File: src/rtl/pgseq_pkg.sv
package pgseq_pkg;
  localparam logic [7:0] OP_LOAD   = 8'h53;
  localparam logic [7:0] OP_PROG   = 8'h82;
  localparam logic [7:0] OP_CMP    = 8'h60;
  localparam logic [7:0] OP_STATUS = 8'hD7;
  localparam int         RDY_BIT   = 7;
  localparam int         MISM_BIT  = 6;

  typedef enum logic [2:0] {
    ST_IDLE, ST_DIV, ST_PLAN, ST_ISSUE, ST_FLOW, ST_POLL_ISSUE, ST_POLL_WAIT, ST_FINISH
  } state_t;
endpackage

File: src/rtl/pgseq_div.sv
module pgseq_div #(
  parameter int ADDR_W = 24,
  parameter int PS_W   = 12
) (
  input  logic              clk,
  input  logic              rst_n,
  input  logic              go,
  input  logic [ADDR_W-1:0] dividend,
  input  logic [PS_W-1:0]   divisor,
  output logic              fin,
  output logic [ADDR_W-1:0] quot,
  output logic [PS_W-1:0]   rem
);
  localparam int CNT_W = $clog2(ADDR_W + 1);

  logic [CNT_W-1:0] cnt_q;
  logic [ADDR_W-1:0] q_q;
  logic [PS_W-1:0]   r_q;
  logic [PS_W-1:0]   dv_q;
  logic              fin_q;
  logic [PS_W:0]     trial;
  logic              take;

  assign trial = {r_q, q_q[ADDR_W-1]};
  assign take  = trial >= {1'b0, dv_q};

  always_ff @(posedge clk) begin
    if (!rst_n) begin
      cnt_q <= '0;
      q_q   <= '0;
      r_q   <= '0;
      dv_q  <= '0;
      fin_q <= 1'b0;
    end else begin
      fin_q <= 1'b0;
      if (go) begin
        cnt_q <= CNT_W'(ADDR_W);
        q_q   <= dividend;
        r_q   <= '0;
        dv_q  <= divisor;
      end else if (cnt_q != '0) begin
        cnt_q <= cnt_q - 1'b1;
        q_q   <= {q_q[ADDR_W-2:0], take};
        r_q   <= take ? PS_W'(trial - {1'b0, dv_q}) : trial[PS_W-1:0];
        if (cnt_q == CNT_W'(1)) fin_q <= 1'b1;
      end
    end
  end

  assign fin  = fin_q;
  assign quot = q_q;
  assign rem  = r_q;
endmodule

File: src/rtl/pgseq_chunk.sv
module pgseq_chunk #(
  parameter int ADDR_W = 24,
  parameter int LEN_W  = 16,
  parameter int PS_W   = 12,
  parameter int SH_W   = 4
) (
  input  logic              clk,
  input  logic              rst_n,
  input  logic              load,
  input  logic [ADDR_W-1:0] load_page,
  input  logic [PS_W-1:0]   load_off,
  input  logic [LEN_W-1:0]  load_len,
  input  logic              advance,
  input  logic [PS_W-1:0]   page_size,
  input  logic [SH_W-1:0]   shift,
  output logic [LEN_W-1:0]  chunk_len,
  output logic              partial,
  output logic              last,
  output logic [ADDR_W-1:0] prog_addr,
  output logic [ADDR_W-1:0] base_addr
);
  localparam int CW = (LEN_W > PS_W) ? LEN_W : PS_W;

  logic [ADDR_W-1:0] page_q;
  logic [PS_W-1:0]   off_q;
  logic [LEN_W-1:0]  rem_q;
  logic [PS_W-1:0]   room;
  logic [CW-1:0]     room_w, rem_w, chunk_w;
  logic [ADDR_W-1:0] page_addr;

  assign room      = page_size - off_q;
  assign room_w    = CW'(room);
  assign rem_w     = CW'(rem_q);
  assign chunk_w   = (room_w < rem_w) ? room_w : rem_w;
  assign chunk_len = LEN_W'(chunk_w);
  assign partial   = chunk_w != CW'(page_size);
  assign last      = chunk_w == rem_w;
  assign page_addr = page_q << shift;
  assign prog_addr = page_addr + ADDR_W'(off_q);
  assign base_addr = {page_addr[ADDR_W-1:8], 8'h00};

  always_ff @(posedge clk) begin
    if (!rst_n) begin
      page_q <= '0;
      off_q  <= '0;
      rem_q  <= '0;
    end else if (load) begin
      page_q <= load_page;
      off_q  <= load_off;
      rem_q  <= load_len;
    end else if (advance) begin
      page_q <= page_q + 1'b1;
      off_q  <= '0;
      rem_q  <= rem_q - chunk_len;
    end
  end
endmodule

File: src/rtl/pgseq_payload.sv
module pgseq_payload #(
  parameter int LEN_W = 16
) (
  input  logic             clk,
  input  logic             rst_n,
  input  logic             arm,
  input  logic [LEN_W-1:0] arm_len,
  input  logic             in_valid,
  output logic             in_ready,
  input  logic [7:0]       in_data,
  output logic             pay_valid,
  input  logic             pay_ready,
  output logic [7:0]       pay_data,
  output logic             active
);
  logic [LEN_W-1:0] left_q;

  assign active    = left_q != '0;
  assign pay_valid = active & in_valid;
  assign in_ready  = active & pay_ready;
  assign pay_data  = in_data;

  always_ff @(posedge clk) begin
    if (!rst_n)                       left_q <= '0;
    else if (arm)                     left_q <= arm_len;
    else if (pay_valid && pay_ready)  left_q <= left_q - 1'b1;
  end
endmodule

File: src/rtl/pgseq_top.sv
module pgseq_top import pgseq_pkg::*; #(
  parameter int ADDR_W = 24,
  parameter int LEN_W  = 16,
  parameter int PS_W   = 12,
  parameter int SH_W   = 4
) (
  input  logic              clk,
  input  logic              rst_n,
  input  logic              start,
  input  logic [ADDR_W-1:0] start_offset,
  input  logic [LEN_W-1:0]  start_len,
  input  logic [PS_W-1:0]   page_size,
  input  logic [SH_W-1:0]   page_shift,
  input  logic              verify_en,
  input  logic              in_valid,
  output logic              in_ready,
  input  logic [7:0]        in_data,
  output logic              cmd_valid,
  input  logic              cmd_ready,
  output logic [7:0]        cmd_op,
  output logic [ADDR_W-1:0] cmd_addr,
  output logic [LEN_W-1:0]  cmd_len,
  input  logic              cmd_done,
  input  logic [7:0]        cmd_rdata,
  output logic              pay_valid,
  input  logic              pay_ready,
  output logic [7:0]        pay_data,
  output logic              busy,
  output logic              done,
  output logic              error
);
  state_t            state;
  logic [7:0]        cur_op;
  logic [PS_W-1:0]   ps_q;
  logic [SH_W-1:0]   sh_q;
  logic [LEN_W-1:0]  len_q;
  logic              ver_q, err_q;

  logic              div_go, div_fin;
  logic [ADDR_W-1:0] div_quot;
  logic [PS_W-1:0]   div_rem;
  logic              ck_adv, ck_partial, ck_last;
  logic [LEN_W-1:0]  ck_len;
  logic [ADDR_W-1:0] ck_prog_addr, ck_base_addr;
  logic              pl_arm, pl_active;
  logic              poll_ok;

  assign div_go  = (state == ST_IDLE) && start && (page_size != '0) && (start_len != '0);
  assign poll_ok = (state == ST_POLL_WAIT) && cmd_done && cmd_rdata[RDY_BIT];
  assign ck_adv  = poll_ok && (((cur_op == OP_PROG) && !ver_q) ||
                               ((cur_op == OP_CMP) && !cmd_rdata[MISM_BIT]));
  assign pl_arm  = (state == ST_ISSUE) && cmd_ready && (cur_op == OP_PROG);

  pgseq_div #(.ADDR_W(ADDR_W), .PS_W(PS_W)) u_div (
    .clk(clk), .rst_n(rst_n), .go(div_go), .dividend(start_offset), .divisor(page_size),
    .fin(div_fin), .quot(div_quot), .rem(div_rem)
  );

  pgseq_chunk #(.ADDR_W(ADDR_W), .LEN_W(LEN_W), .PS_W(PS_W), .SH_W(SH_W)) u_chunk (
    .clk(clk), .rst_n(rst_n), .load(div_fin), .load_page(div_quot), .load_off(div_rem),
    .load_len(len_q), .advance(ck_adv), .page_size(ps_q), .shift(sh_q),
    .chunk_len(ck_len), .partial(ck_partial), .last(ck_last),
    .prog_addr(ck_prog_addr), .base_addr(ck_base_addr)
  );

  pgseq_payload #(.LEN_W(LEN_W)) u_pay (
    .clk(clk), .rst_n(rst_n), .arm(pl_arm), .arm_len(ck_len),
    .in_valid(in_valid), .in_ready(in_ready), .in_data(in_data),
    .pay_valid(pay_valid), .pay_ready(pay_ready), .pay_data(pay_data), .active(pl_active)
  );

  always_ff @(posedge clk) begin
    if (!rst_n) begin
      state  <= ST_IDLE;
      cur_op <= OP_PROG;
      ps_q   <= '0;
      sh_q   <= '0;
      len_q  <= '0;
      ver_q  <= 1'b0;
      err_q  <= 1'b0;
    end else begin
      unique case (state)
        ST_IDLE: if (start) begin
          ps_q  <= page_size;
          sh_q  <= page_shift;
          len_q <= start_len;
          ver_q <= verify_en;
          err_q <= (page_size == '0);
          if (page_size == '0 || start_len == '0) state <= ST_FINISH;
          else                                    state <= ST_DIV;
        end
        ST_DIV:  if (div_fin) state <= ST_PLAN;
        ST_PLAN: begin
          cur_op <= ck_partial ? OP_LOAD : OP_PROG;
          state  <= ST_ISSUE;
        end
        ST_ISSUE:      if (cmd_ready) state <= ST_FLOW;
        ST_FLOW:       if (cmd_done && !pl_active) state <= ST_POLL_ISSUE;
        ST_POLL_ISSUE: if (cmd_ready) state <= ST_POLL_WAIT;
        ST_POLL_WAIT: if (cmd_done) begin
          if (!cmd_rdata[RDY_BIT]) begin
            state <= ST_POLL_ISSUE;
          end else if (cur_op == OP_LOAD) begin
            cur_op <= OP_PROG;
            state  <= ST_ISSUE;
          end else if (cur_op == OP_PROG && ver_q) begin
            cur_op <= OP_CMP;
            state  <= ST_ISSUE;
          end else if (cur_op == OP_CMP && cmd_rdata[MISM_BIT]) begin
            err_q <= 1'b1;
            state <= ST_FINISH;
          end else begin
            state <= ck_last ? ST_FINISH : ST_PLAN;
          end
        end
        ST_FINISH: state <= ST_IDLE;
        default:   state <= ST_IDLE;
      endcase
    end
  end

  always_comb begin
    cmd_valid = (state == ST_ISSUE) || (state == ST_POLL_ISSUE);
    if (state == ST_POLL_ISSUE) begin
      cmd_op   = OP_STATUS;
      cmd_addr = '0;
      cmd_len  = '0;
    end else begin
      cmd_op   = cur_op;
      cmd_addr = (cur_op == OP_PROG) ? ck_prog_addr : ck_base_addr;
      cmd_len  = (cur_op == OP_PROG) ? ck_len : '0;
    end
  end

  assign busy  = state != ST_IDLE;
  assign done  = state == ST_FINISH;
  assign error = done & err_q;
endmodule

File: config.mk
export PLATFORM = sky130hd
export DESIGN_NAME = pgseq_top
export DESIGN_NICKNAME = d
export VERILOG_FILES = /design/src/rtl/pgseq_pkg.sv /design/src/rtl/pgseq_div.sv /design/src/rtl/pgseq_chunk.sv /design/src/rtl/pgseq_payload.sv /design/src/rtl/pgseq_top.sv
export SDC_FILE = /design/constraint.sdc
export NUM_CORES = 1
export LEC_CHECK = 0
export BUFFER_PORTS_ARGS = -buffer_cell sky130_fd_sc_hd__clkbuf_2
export CAP_MARGIN = 20
export CORE_UTILIZATION = 40
export CTS_BUF_LIST = sky130_fd_sc_hd__clkbuf_4 sky130_fd_sc_hd__clkbuf_8 sky130_fd_sc_hd__clkbuf_16
export CTS_CLUSTER_SIZE = 16
export DETAILED_ROUTE_END_ITERATION = 10
export SETUP_SLACK_MARGIN = 0.4
export SLEW_MARGIN = 25
export SYNTH_ARGS = -nofsm -noshare
export SYNTH_HDL_FRONTEND = slang
export SYNTH_SLANG_ARGS = --single-unit
export TNS_END_PERCENT = 5
File: constraint.sdc
create_clock -name clk -period 7.02 [get_ports clk]
set_input_delay 0.702 -clock clk [delete_from_list [all_inputs] [get_ports clk]]
set_output_delay 0.702 -clock clk [all_outputs]
set_load 0.01 [all_outputs]
# [Word level (Yosys, flattened, before mapping)]
# Cells that the tools add are included.
[totals] wordCells=141 output_inout_bits=62 input_bits=80 register_bits=167
[op_classes] bitwise_logic=5 n_mux=46 shifts=1 n_reduce_logical=39 eq_ne=24 addsub=7 n_lt_le_gt_ge=2
[ops] operator="24-bit 2-to-1 mux" count=6
[ops] operator="16-bit 2-to-1 mux" count=7
[ops] operator="8-bit 2-to-1 mux" count=6
[ops] operator="12-bit 2-to-1 mux" count=3
[ops] operator="3-bit 2-to-1 mux" count=12
[ops] operator="16-bit nonzero test" count=2
[ops] operator="24-bit by 1-bit adder with 24-bit output, second input constant" count=1
[ops] operator="24-bit by 12-bit adder with 24-bit output" count=1
[ops] operator="3-bit one-hot mux with 8 select lines" count=1
[ops] operator="24-bit by 4-bit left shift with 24-bit output" count=1
[ops] operator="12-bit subtractor" count=2
[ops] operator="16-bit equality test" count=1
[ops] operator="8-bit by 7-bit equality test with 1-bit output, second input constant" count=2
[ops] operator="16-bit zero test" count=1
[ops] operator="12-bit by 16-bit < comparator with 1-bit output" count=1
[ops] operator="16-bit by 12-bit != test with 1-bit output" count=1
[ops] operator="2-bit != test, second input constant" count=8
[ops] operator="8-bit one-hot mux with 2 select lines" count=1
[ops] operator="16-bit by 1-bit subtractor with 16-bit output, second input constant" count=1
[ops] operator="16-bit subtractor" count=1
[ops] operator="1-bit logical AND" count=14
[ops] operator="13-bit by 12-bit greater-or-equal comparator with 1-bit output" count=1
[ops] operator="3-bit equality test, second input constant" count=4
[ops] operator="12-bit zero test" count=1
[ops] operator="25 further kinds" count=45

# [Logic depth before layout (Yosys ltp)]
# Gate-level depths: netlist (run 1).
[depth] ltp_word=11 mapped_depth=28 mapped_depth_nobuf=27

# [Modules after synthesis]
# A second synthesis (run 1) with hierarchy kept.
[hier_totals] cells_unflattened=1612 area_unflattened_um2=12796.0
[by_module_without_submodules] mod="pgseq_chunk" seq_area_each_um2=1041.0 instances=1 area_per_inst_um2=6329.8 cells_per_inst=774
[by_module_without_submodules] mod="pgseq_div" seq_area_each_um2=1081.0 instances=1 area_per_inst_um2=3078.0 cells_per_inst=358
[by_module_without_submodules] mod="pgseq_top" seq_area_each_um2=840.8 instances=1 area_per_inst_um2=2342.2 cells_per_inst=351
[by_module_without_submodules] mod="pgseq_payload" seq_area_each_um2=320.3 instances=1 area_per_inst_um2=1046.0 cells_per_inst=129

# [Worst setup path after synthesis (run 1)]
# OpenSTA, ideal clock, no wires.
[synth_timing] path_kind="register -> register" startpoint="register ps_q[0]" endpoint="register u_chunk.rem_q[10]" t_required_ns=6.888 path_stages_with_launch=29 t_arrival_ns=5.474 period_less_slack_ns=5.607 n_path_buf=1 setup_ns=0.132 setup_slack_ns=1.413 path_cell_list="dfxtp_1 > inv_1 > ha_1 > inv_1 > fa_1 > a211o_4 > a2111oi_4 > or2_4 > o21bai_1 > a21oi_1 > xnor2_1 > ha_1 > nand2_1 > o21ai_1 > a2111oi_0 > a21oi_2 > clkbuf_1 > mux2i_1 > ha_1 > inv_1 > fa_1 > a21o_1 > a21oi_1 > o21ba_2 > o21ai_0 > a211oi_1 > xnor2_1 > a21oi_1 > a21oi_1"
[synth_via] elab_chain_cells=6
[synth_rtl] element="start: declaration" line="pgseq_top.sv:34" text="logic [PS_W-1:0] ps_q;"
[synth_rtl] element="start signal: assignment" line="pgseq_top.sv:84" text="ps_q <= page_size;"
[synth_rtl] element="12-bit subtractor (*)" line="pgseq_chunk.sv:31" text="assign room = page_size - off_q;"
[synth_rtl] element="12-bit by 16-bit < comparator with 1-bit output" line="pgseq_chunk.sv:34" text="assign chunk_w = (room_w < rem_w) ? room_w : rem_w;"
[synth_rtl] element="16-bit 2-to-1 mux (*)" line="pgseq_chunk.sv:34"
[synth_rtl] element="16-bit subtractor (*)" line="pgseq_chunk.sv:54" text="rem_q <= rem_q - chunk_len;"
[synth_rtl] element="16-bit 2-to-1 mux (*)" line="pgseq_chunk.sv:51" text="end else if (advance) begin"
[synth_rtl] element="16-bit 2-to-1 mux (*)" line="pgseq_chunk.sv:47" text="end else if (load) begin"
[synth_rtl] element="end signal: assignment" line="pgseq_chunk.sv:50" text="rem_q <= load_len;"
[synth_rtl] element="end signal: assignment" line="pgseq_chunk.sv:54"
[synth_rtl] element="end: declaration" line="pgseq_chunk.sv:26" text="logic [LEN_W-1:0] rem_q;"
# Mark *: on every way between the ends. The rest lies on a longest branch, timed or not. The select of a mux whose other input is x is not followed.
# A chain may end at the register's enable or synchronous reset.

# [Final worst setup path (run 1)]
[layout_timing] startpoint="register u_chunk.off_q[0]" endpoint="register state[2]"
[layout_via] elab_chain_cells=11
[layout_rtl] element="start: declaration" line="pgseq_chunk.sv:25" text="logic [PS_W-1:0] off_q;"
[layout_rtl] element="start signal: assignment" line="pgseq_chunk.sv:49" text="off_q <= load_off;"
[layout_rtl] element="12-bit subtractor (*)" line="pgseq_chunk.sv:31"
[layout_rtl] element="12-bit by 16-bit < comparator with 1-bit output" line="pgseq_chunk.sv:34"
[layout_rtl] element="16-bit 2-to-1 mux (*)" line="pgseq_chunk.sv:34"
[layout_rtl] element="16-bit equality test (*)" line="pgseq_chunk.sv:37" text="assign last = chunk_w == rem_w;"
[layout_rtl] element="3-bit 2-to-1 mux (*)" line="pgseq_top.sv:113" text="state <= ck_last ? ST_FINISH : ST_PLAN;"
[layout_rtl] element="3-bit 2-to-1 mux (*)" line="pgseq_top.sv:109" text="end else if (cur_op == OP_CMP && cmd_rdata[MISM_BIT]) begin"
[layout_rtl] element="3-bit 2-to-1 mux (*)" line="pgseq_top.sv:106" text="end else if (cur_op == OP_PROG && ver_q) begin"
[layout_rtl] element="3-bit 2-to-1 mux (*)" line="pgseq_top.sv:103" text="end else if (cur_op == OP_LOAD) begin"
[layout_rtl] element="3-bit 2-to-1 mux (*)" line="pgseq_top.sv:101" text="if (!cmd_rdata[RDY_BIT]) begin"
[layout_rtl] element="3-bit 2-to-1 mux (*)" line="pgseq_top.sv:100" text="ST_POLL_WAIT: if (cmd_done) begin"
[layout_rtl] element="3-bit one-hot mux with 8 select lines (*)" line="pgseq_top.sv:82" text="unique case (state)"
[layout_rtl] element="end signal: assignment" line="pgseq_top.sv:113"
[layout_rtl] element="end: declaration" line="pgseq_top.sv:32" text="state_t state;"
# Marked as above.

==> results of run 1 <==
==> power breakdown <==
| part | switching, uW | total, uW | internal (uW) | leakage, uW |
|---|---|---|---|---|
| clock network | 432 | 1020 | 593 | 0.000314 |
| logic | 2500 | 4350 | 1850 | 0.00379 |
| registers | 298 | 1470 | 1170 | 0.00134 |
==> flip-flops by register name (all words and copies together), names as in the netlist <==
register and flops:
u_div.dv_q 12, ps_q 12, state 3, cur_op 5, u_chunk.page_q 24, u_div.rem 12
u_div.fin 1, sh_q 4, u_chunk.off_q 12, u_chunk.rem_q 16, u_div.quot 24, err_q 1
u_pay.left_q 16, ver_q 1, u_div.cnt_q 5, len_q 16
==> repair_timing <==
action,4_1_cts,5_1_grt
resized for setup,0,4
buffers inserted,0,8
setup endpoints to repair,0,11
==> layout by cell type (no fill, tap or decap), types with 43 or more instances in the layout <==
cell,n
inv_1,76
a211oi_1,43
o21ai_0,49
dfxtp_1,162
a21oi_1,122
xnor2_1,57
nor2_1,173
nand2_1,222
clkbuf_2,114
ha_1,62
==> worst paths after layout <==
kind                                       start             to  slack [ps]  depth (start not counted)
worst max-delay path            u_chunk.off_q[0]       state[2]         760                         25
worst max register to register  u_chunk.off_q[0]       state[2]         760                         25
worst min register to register     u_div.dv_q[2]  u_div.dv_q[2]         460                          2
worst min-delay path               u_div.dv_q[2]  u_div.dv_q[2]         460                          2
==> stage by stage <==
step / setup WS (ps) / hold WS, ps / utilization, %
floorplan: 1410 / 432 / -
global placement: 700 / 444 / 43.4
detailed placement: 682 / 448 / 43.4
CTS: 633 / 459 / 45.6
global route: 423 / 476 / 45.9
finish: 765 / 456 / 45.9
==> layer usage <==
| layer | vias to the layer above | wire [um] |
|---|---|---|
| li1 | 5528 | - |
| met1 | 5323 | 17500 |
| met2 | 281 | 14300 |
| met3 | 36 | 1510 |
| met4 | 0 | 474 |
| met5 | - | 0 |
==> worst max-delay path, stage by stage, from the launching register on <==
cell	delay, ps
dfxtp_1	430
ha_1	200
inv_1	50
fa_1	440
a211o_4	390
a2111oi_4	340
or2_4	210
o21bai_1	60
a21oi_1	190
xnor2_1	190
ha_1	280
nand2_1	80
o21ai_1	100
a2111oi_2	480
a21oi_4	190
buf_4	180
inv_2	120
mux2i_1	460
ha_1	290
nand4_1	120
nor4_1	570
a21oi_1	200
nand2b_1	180
a21oi_1	140
o21ai_0	90
a31oi_1	180
==> Yosys cell counts (all sizes together) (13+ instances only) <==
master | number | share of area, %
xnor2 | 58 | 4.3
xor2 | 41 | 3.0
and3 | 13 | 0.68
nor4 | 32 | 1.7
inv | 78 | 2.5
mux2i | 38 | 3.2
clkbuf | 76 | 2.4
a311oi | 23 | 1.7
mux4 | 25 | 4.7
buf | 27 | 1.7
nand4 | 16 | 0.84
nor2 | 173 | 5.5
nand2 | 222 | 7.0
ha | 62 | 6.5
dfxtp | 164 | 28
a211oi | 43 | 2.7
o21ai | 54 | 2.3
a21oi | 123 | 5.2
and2 | 13 | 0.68
nand2b | 13 | 0.68
nor3 | 30 | 1.3
nand3 | 32 | 1.4
==> area by class of cell <==
type                       count  share of cell area, %
clock buffer                  19                   3.40
clock inverter                13                   1.39
inverter                      79                   2.24
multi-input combinational   1188                   59.2
sequential                   164                   24.7
tap                          384                   3.61
timing repair buffer         136                   5.53
==> cell families after synthesis <==
logic type | after synthesis | share of synthesized area, %
buffers and inverters | 182 | 6.60
AND/OR/NAND/NOR | 599 | 23.2
multiplexers | 70 | 8.58
other | 1 | 0.0315
flip-flops | 164 | 27.6
XOR/XNOR | 99 | 7.34
AO/OA/AOI/OAI | 349 | 19.5
adder cells (fa/ha/maj) | 66 | 7.19
==> impl_metrics.tcl, run 1 <==
set metrics [dict create \
    dieWidth_um 175 \
    finalNetCount 1732 \
    critical_path_class "reg -> reg" \
    dr.pass1.iters 5 \
    p_per_area_mw_per_mm2 514 \
    antenna_found_initial 0 \
    synth_enable_flop_cells 0 \
    dieArea_sq_mm 0.0305 \
    grt_setup_unrepaired "no" \
    ys_seq_area_share_pct 27.6 \
    portBuffers 114 \
    grtUsageMet3_pct 2.78 \
    critPathCaptureType "flip-flop" \
    ctsHoldBuffers 0 \
    cts_buffer_depth 2 \
    vias 11200 \
    grt_pass1_wl_um 54700 \
    syn2layout_area_growth_pct 11.8 \
    worst_pin_slew_ps 977 \
    min_path_type "reg -> reg" \
    fin_crit_ps 6260 \
    synth-seq-cells 164 \
    cts-buffers-inserted 17 \
    p_leak_uw 0.00545 \
    grt-ovfl-total 0 \
    finalHoldViolations 0 \
    grtUsageMet1_pct 33.6 \
    finalSetupTns_ps 0 \
    ys_types 86 \
    ys.flop_type "dfxtp_1" \
    routed_via_density 5.63 \
    num_rows 62 \
    root_buffer "clkbuf_16" \
    grt_start_max_net_pins 70 \
    post-route-cell-area_sq_mm 0.0133 \
    fin_total_pwr_uw 6840 \
    gp_congestion 0.892 \
    dpl_cell_area_sq_mm 0.0126 \
    dpl.hpwl_um 25100 \
    grtUsageMet2_pct 32.9 \
    clock_latency_ps 430 \
    drv_slew 0 \
    max_freq_mhz 160 \
    avgSynthCellArea_sq_um 7.78 \
    crit_required_ps 7370 \
    drv_cap 0 \
    die_h_um 175 \
    avgRoutedWirePerCell_um 17.0 \
    htree_levels 4 \
    syn_area_sq_mm 0.0119 \
    core_area_sq_mm 0.0290 \
    final.setup_skew_ps 14.6 \
    track_usage_pct 22.2 \
    start_kind "flip-flop" \
    top_usage_layer "met1" \
    first_global_vias 10300 \
    n_fill_cell 2941 \
    place_inst 1943 \
    antenna_cells 0 \
    path_clk_slew_ps 70 \
    wirelength_um 33700 \
    ioPinCount 142 \
    vdd_ir_drop_max_mv 0.258 \
    postRouteAntennaNets 0 \
    final-setup-viol-count 0 \
    synth_warnings 0 \
    multiInputGateArea_sq_mm 0.00788 \
    syn-instance-count 1530 \
    maxSlewHeadroom_pct 34.6 \
    drc 0 \
    status "completed" \
    cts_tree "built" \
    drt-initial-drc-count 853 \
    ff_latch_area_sq_mm 0.00329 \
    drive_gt1_share_pct 14.4 \
    arrival_ps 6610 \
    fin_cells 1983 \
    start_util_pct 41.1 \
    async_reset_ff_share_pct 0 \
    period_share_pct 89.1 \
    cp_max_fo 11 \
    cts_num_sinks 164 \
]
Note: power is estimated with default switching activity, not from simulation.
==> inputs of run 2 (changes only) <==
--- a/config.mk
+++ b/config.mk
@@ -12,6 +12,7 @@
 export CTS_CLUSTER_SIZE = 16
 export DETAILED_ROUTE_END_ITERATION = 10
 export SETUP_SLACK_MARGIN = 0.4
+export SKIP_CTS_REPAIR_TIMING = 1
 export SLEW_MARGIN = 25
 export SYNTH_ARGS = -nofsm -noshare
 export SYNTH_HDL_FRONTEND = slang
==> constraint.sdc (replaced) <==
create_clock -name clk -period 6.5 [get_ports clk]
set_input_delay 0.65 -clock clk [delete_from_list [all_inputs] [get_ports clk]]
set_output_delay 0.65 -clock clk [all_outputs]
set_load 0.01 [all_outputs]
==> run 2 against run 1 <==
  * Register-to-register slack is essentially flat
  * Sequential power up 6%
  * Clock skew rose by 2.5 ps
  * Wire length barely moved
  * Critical path depth rose by 3
  * Flip-flop and latch count is the same
  * Cell count up 0.25%
  * Combinational power grew 13%
  * Setup slack improved by 14 ps
  * Critical path type unchanged
  * Highest routed layer unchanged
==> impl_metrics.tcl, run 2 (synthesized netlist as in run 1, its figures left out) <==
set metrics [dict create \
    clock_latency_ps 440 \
    fin_total_pwr_uw 7490 \
    cts-buffers-inserted 17 \
    place_inst 1951 \
    cts_buffer_depth 2 \
    arrival_ps 6080 \
    first_global_vias 10200 \
    p_switching_uw 3610 \
    cts_num_sinks 164 \
    start_kind "flip-flop" \
    start_util_pct 41.1 \
    vias 11100 \
    slowest_delay_ps 430 \
    cpMostUsedCell "ha_1" \
    power_frac_clock_pct 13.7 \
    dieWidth_um 175 \
    cp_max_fo 5 \
    final.setup_skew_ps 17.1 \
    grt-ovfl-total 0 \
    routed_via_density 5.59 \
    min_from "page_shift[2]" \
    core_area_sq_mm 0.0290 \
    maxSlewHeadroom_pct 36.9 \
    fin_cells 1988 \
    finalSetupTns_ps 0 \
    antenna_cells 0 \
    pwr-share-comb_pct 65.5 \
    track_usage_pct 22.2 \
    drt-initial-drc-count 1015 \
    finalNetCount 1737 \
    whs_ps 425 \
    drc 0 \
    critPathCaptureType "flip-flop" \
    fin_util_pct 46.1 \
    htree_levels 4 \
    gp_congestion 0.900 \
    syn2layout_area_growth_pct 12.3 \
    finalHoldViolations 0 \
    critPathSlowestCell "fa_1" \
    crit_required_ps 6860 \
    final-setup-viol-count 0 \
    drv_slew 0 \
    r2r_start "ps_q[0]" \
    ioPinCount 142 \
    layout_commonest_cell "nand2_1" \
    p_leak_uw 0.00545 \
    grt_start_max_net_pins 63 \
    fin_crit_ps 5720 \
    critical_path_class "reg -> reg" \
    dieArea_sq_mm 0.0305 \
    drv_cap 0 \
    seqPwrFrac_pct 20.8 \
    vdd_ir_drop_max_mv 0.254 \
    period_share_pct 88.0 \
    p_int_uw 3880 \
    grt_pass1_wl_um 54500 \
    cts_tree "built" \
    status "completed" \
    layout_common_cells "222 x nand2_1, 173 x nor2_1, 162 x dfxtp_1" \
    path_clk_slew_ps 80 \
    dr.pass1.iters 7 \
    wirelength_um 33700 \
    worst_pin_slew_ps 943 \
    p_per_area_mw_per_mm2 560 \
    postRouteAntennaNets 0 \
    min_path_type "in -> reg" \
    avgRoutedWirePerCell_um 17.0 \
    critPathLaunch "ps_q[0]" \
    root_buffer "clkbuf_16" \
    portBuffers 114 \
    num_rows 62 \
    max_freq_mhz 175 \
    grt_setup_unrepaired "no" \
    antenna_found_initial 0 \
    p_sw_share_pct 48.2 \
    dpl.hpwl_um 25300 \
    drive_gt1_share_pct 15.3 \
    die_h_um 175 \
]
==> run 2: changes by cell type in the layout (fill, tap and decap cells not counted), sizes merged <==
cell      change
clkinvlp      +1
inv           +4
bufinv        -3
clkbuf        -2
buf           +5
==> run 2: layer usage <==
layer  up-vias  global-route usage, %  part of all wire [%]
li1       5542                      -                     -
met1      5227                   33.9                    52
met2       311                   32.4                    42
met3        39                   2.76                   5.1
met4         0                   6.23                   1.5
met5         -                      0                     0
==> run 2: stage by stage <==
stage	worst slack, ps	area [sq um]
5_1_grt	347	13400
6_report	779	13400
2_1_floorplan	893	11900
3_3_place_gp	305	12700
4_1_cts	219	13200
3_5_place_dp	285	12700
==> run 2: path summary, 6_finish.rpt <==
path / to / slack [ps] / cells past startpoint
worst max-delay path: u_chunk.rem_q[13] / 780 / 28
worst min register to register: u_div.dv_q[4] / 460 / 2
worst max register to register: u_chunk.rem_q[13] / 780 / 28
worst min-delay path: sh_q[2] / 420 / 3
==> run 2: layout make-up <==
class / instances / area, sq um
Clock buffer: 17 / 425
Clock inverter: 15 / 160
Fill cell: 2963 / 15600
Inverter: 79 / 300
Multi-Input combinational cell: 1188 / 7950
Sequential cell: 164 / 3290
Tap cell: 384 / 480
Timing Repair Buffer: 141 / 773
==> run 2: critical path: cells and delay by family (launching register included) <==
| kind | cells | cell delay, ps |
|---|---|---|
| AO/OA/AOI/OAI | 11 | 2200 |
| XOR/XNOR | 2 | 340 |
| adder cells (fa/ha/maj) | 4 | 1220 |
| buffers and inverters | 4 | 450 |
| flip-flops | 1 | 350 |
| AND/OR/NAND/NOR | 7 | 1040 |
==> run 2: power groups by stage <==
stage	clock network (uW)	registers, uW	logic (uW)
2_1_floorplan	0	1440	3510
3_3_place_gp	0	1570	4470
3_5_place_dp	0	1580	4510
4_1_cts	1040	1550	4550
5_1_grt	1080	1600	5400
6_report	1020	1560	4910
==> inputs of run 3 (changes only) <==
==> constraint.sdc (replaced) <==
create_clock -name clk -period 6.5 [get_ports clk]
set_input_delay 0.65 -clock clk [delete_from_list [all_inputs] [get_ports clk]]
set_output_delay 0.65 -clock clk [all_outputs]
set_load 0.1 [all_outputs]
==> run 3 against run 2 <==
  * Non-clock buffer count is 1 lower
  * Final area hardly changed
  * Sequential share of layout area hardly changed
  * Register-to-register slack worse by 80 ps
  * Critical path depth is 2 lower
  * First-iteration DRC count is 13% lower
  * Highest routed layer unchanged
==> impl_metrics.tcl, run 3 (synthesized netlist as in run 1, its figures left out) <==
set metrics [dict create \
    status "completed" \
    grtUsageMet2_pct 31.7 \
    place_inst 1949 \
    clock_latency_ps 440 \
    path_clk_slew_ps 70 \
    maxSlewHeadroom_pct 37.1 \
    drive_gt1_share_pct 15.1 \
    num_rows 62 \
    final-setup-viol-count 0 \
    cts_buffer_depth 2 \
    htree_levels 4 \
    drt-initial-drc-count 880 \
    dieArea_sq_mm 0.0305 \
    whs_ps 437 \
    drc 0 \
    worst_pin_slew_ps 940 \
    ioPinCount 142 \
    cts_num_sinks 164 \
    cts_tree "built" \
    ff2ff_setup_slack_ps 700 \
    hold_path_end "sh_q[3]" \
    syn2layout_area_growth_pct 12.2 \
    portBuffers 114 \
    max_freq_mhz 173 \
    die_h_um 175 \
    layout_common_cells "222 x nand2_1, 173 x nor2_1, 163 x dfxtp_1" \
    drv_cap 0 \
    critical_path_class "reg -> reg" \
    start_util_pct 41.1 \
    grtUsageMet1_pct 33.9 \
    final.setup_skew_ps 20.7 \
    crit_required_ps 6870 \
    grt-ovfl-total 0 \
    fin_cells 1988 \
    drv_slew 0 \
    worstRegToRegCells 26 \
    dr.pass1.iters 7 \
    top_usage_layer "met1" \
    vias 11100 \
    fin_crit_ps 5800 \
    antenna_cells 0 \
    slowest_delay_ps 440 \
    grt_start_max_net_pins 79 \
    r2r_end "state[2]" \
    first_global_vias 9978 \
    avgRoutedWirePerCell_um 17.0 \
    dieWidth_um 175 \
    grtUsageMet3_pct 2.43 \
    holdPathStages 3 \
    gp_congestion 0.889 \
    postRouteAntennaNets 0 \
    grt_setup_unrepaired "yes" \
    layout_commonest_cell "nand2_1" \
    start_kind "flip-flop" \
    finalHoldViolations 0 \
    arrival_ps 6160 \
    dpl.hpwl_um 25300 \
    antenna_found_initial 0 \
    r2r_start "u_chunk.off_q[0]" \
    cp_max_fo 6 \
    period_share_pct 89.2 \
    critPathCaptureType "flip-flop" \
    min_path_type "in -> reg" \
    n_fill_cell 2947 \
    core_area_sq_mm 0.0290 \
    grt_pass1_wl_um 53600 \
    routed_via_density 5.59 \
    min_from "page_shift[3]" \
    wirelength_um 33900 \
    track_usage_pct 22.0 \
    fin_util_pct 46.1 \
    root_buffer "clkbuf_16" \
    critPathSlowestCell "fa_1" \
    cts-buffers-inserted 17 \
    finalSetupTns_ps 0 \
    finalNetCount 1737 \
]
-- run 3: metrics by stage --
step / setup slack (ps) / instance area (sq um)
after detailed placement: 318 / 12600
after global placement: 363 / 12600
final: 704 / 13400
after global routing: 306 / 13400
after floorplan: 746 / 11900
after CTS: 274 / 13300
-- run 3: critical path, delay by kind of cell (launching register included) --
kind,cells,cell delay [ps]
and+or+nand+nor,5,910
AOI/OAI and AO/OA,11,2000
adders and majority gates,4,1200
muxes,1,380
DFF,1,420
buffers and inverters,4,580
xor gates and xnor gates,1,200
-- run 3: worst max-delay path by stage --
stage | start | cells past startpoint | slack [ps] | end
floorplan | sh_q[3] | 13 | 750 | cmd_addr[10]
global placement | u_chunk.off_q[0] | 25 | 360 | state[2]
detailed placement | u_chunk.off_q[0] | 25 | 320 | state[2]
CTS | u_chunk.off_q[0] | 25 | 270 | state[2]
global route | u_chunk.off_q[0] | 26 | 310 | u_chunk.rem_q[12]
finish | u_chunk.off_q[0] | 26 | 700 | state[2]
-- run 3: cell type report --
cell class                      instances  area, sq um  area share (%)
Multi-Input combinational cell       1189         7930            59.3
Inverter                               79          298            2.23
Clock buffer                           17          425            3.18
Sequential cell                       164         3280            24.6
Tap cell                              384          480            3.59
Timing Repair Buffer                  140          766            5.73
Clock inverter                         15          185            1.39
-- run 3: routing by layer --
metal	wire (um)	vias to the layer above	part of all wire, %
met3	1780	37	5.2
met2	14100	306	42
met1	17500	5238	52
met4	525	0	1.6
met5	0	-	0
li1	-	5539	-
Power of run 3 is left out: the tool's default activity adds up to more than one toggle a clock period on the data nets, which glitch-free logic cannot reach.
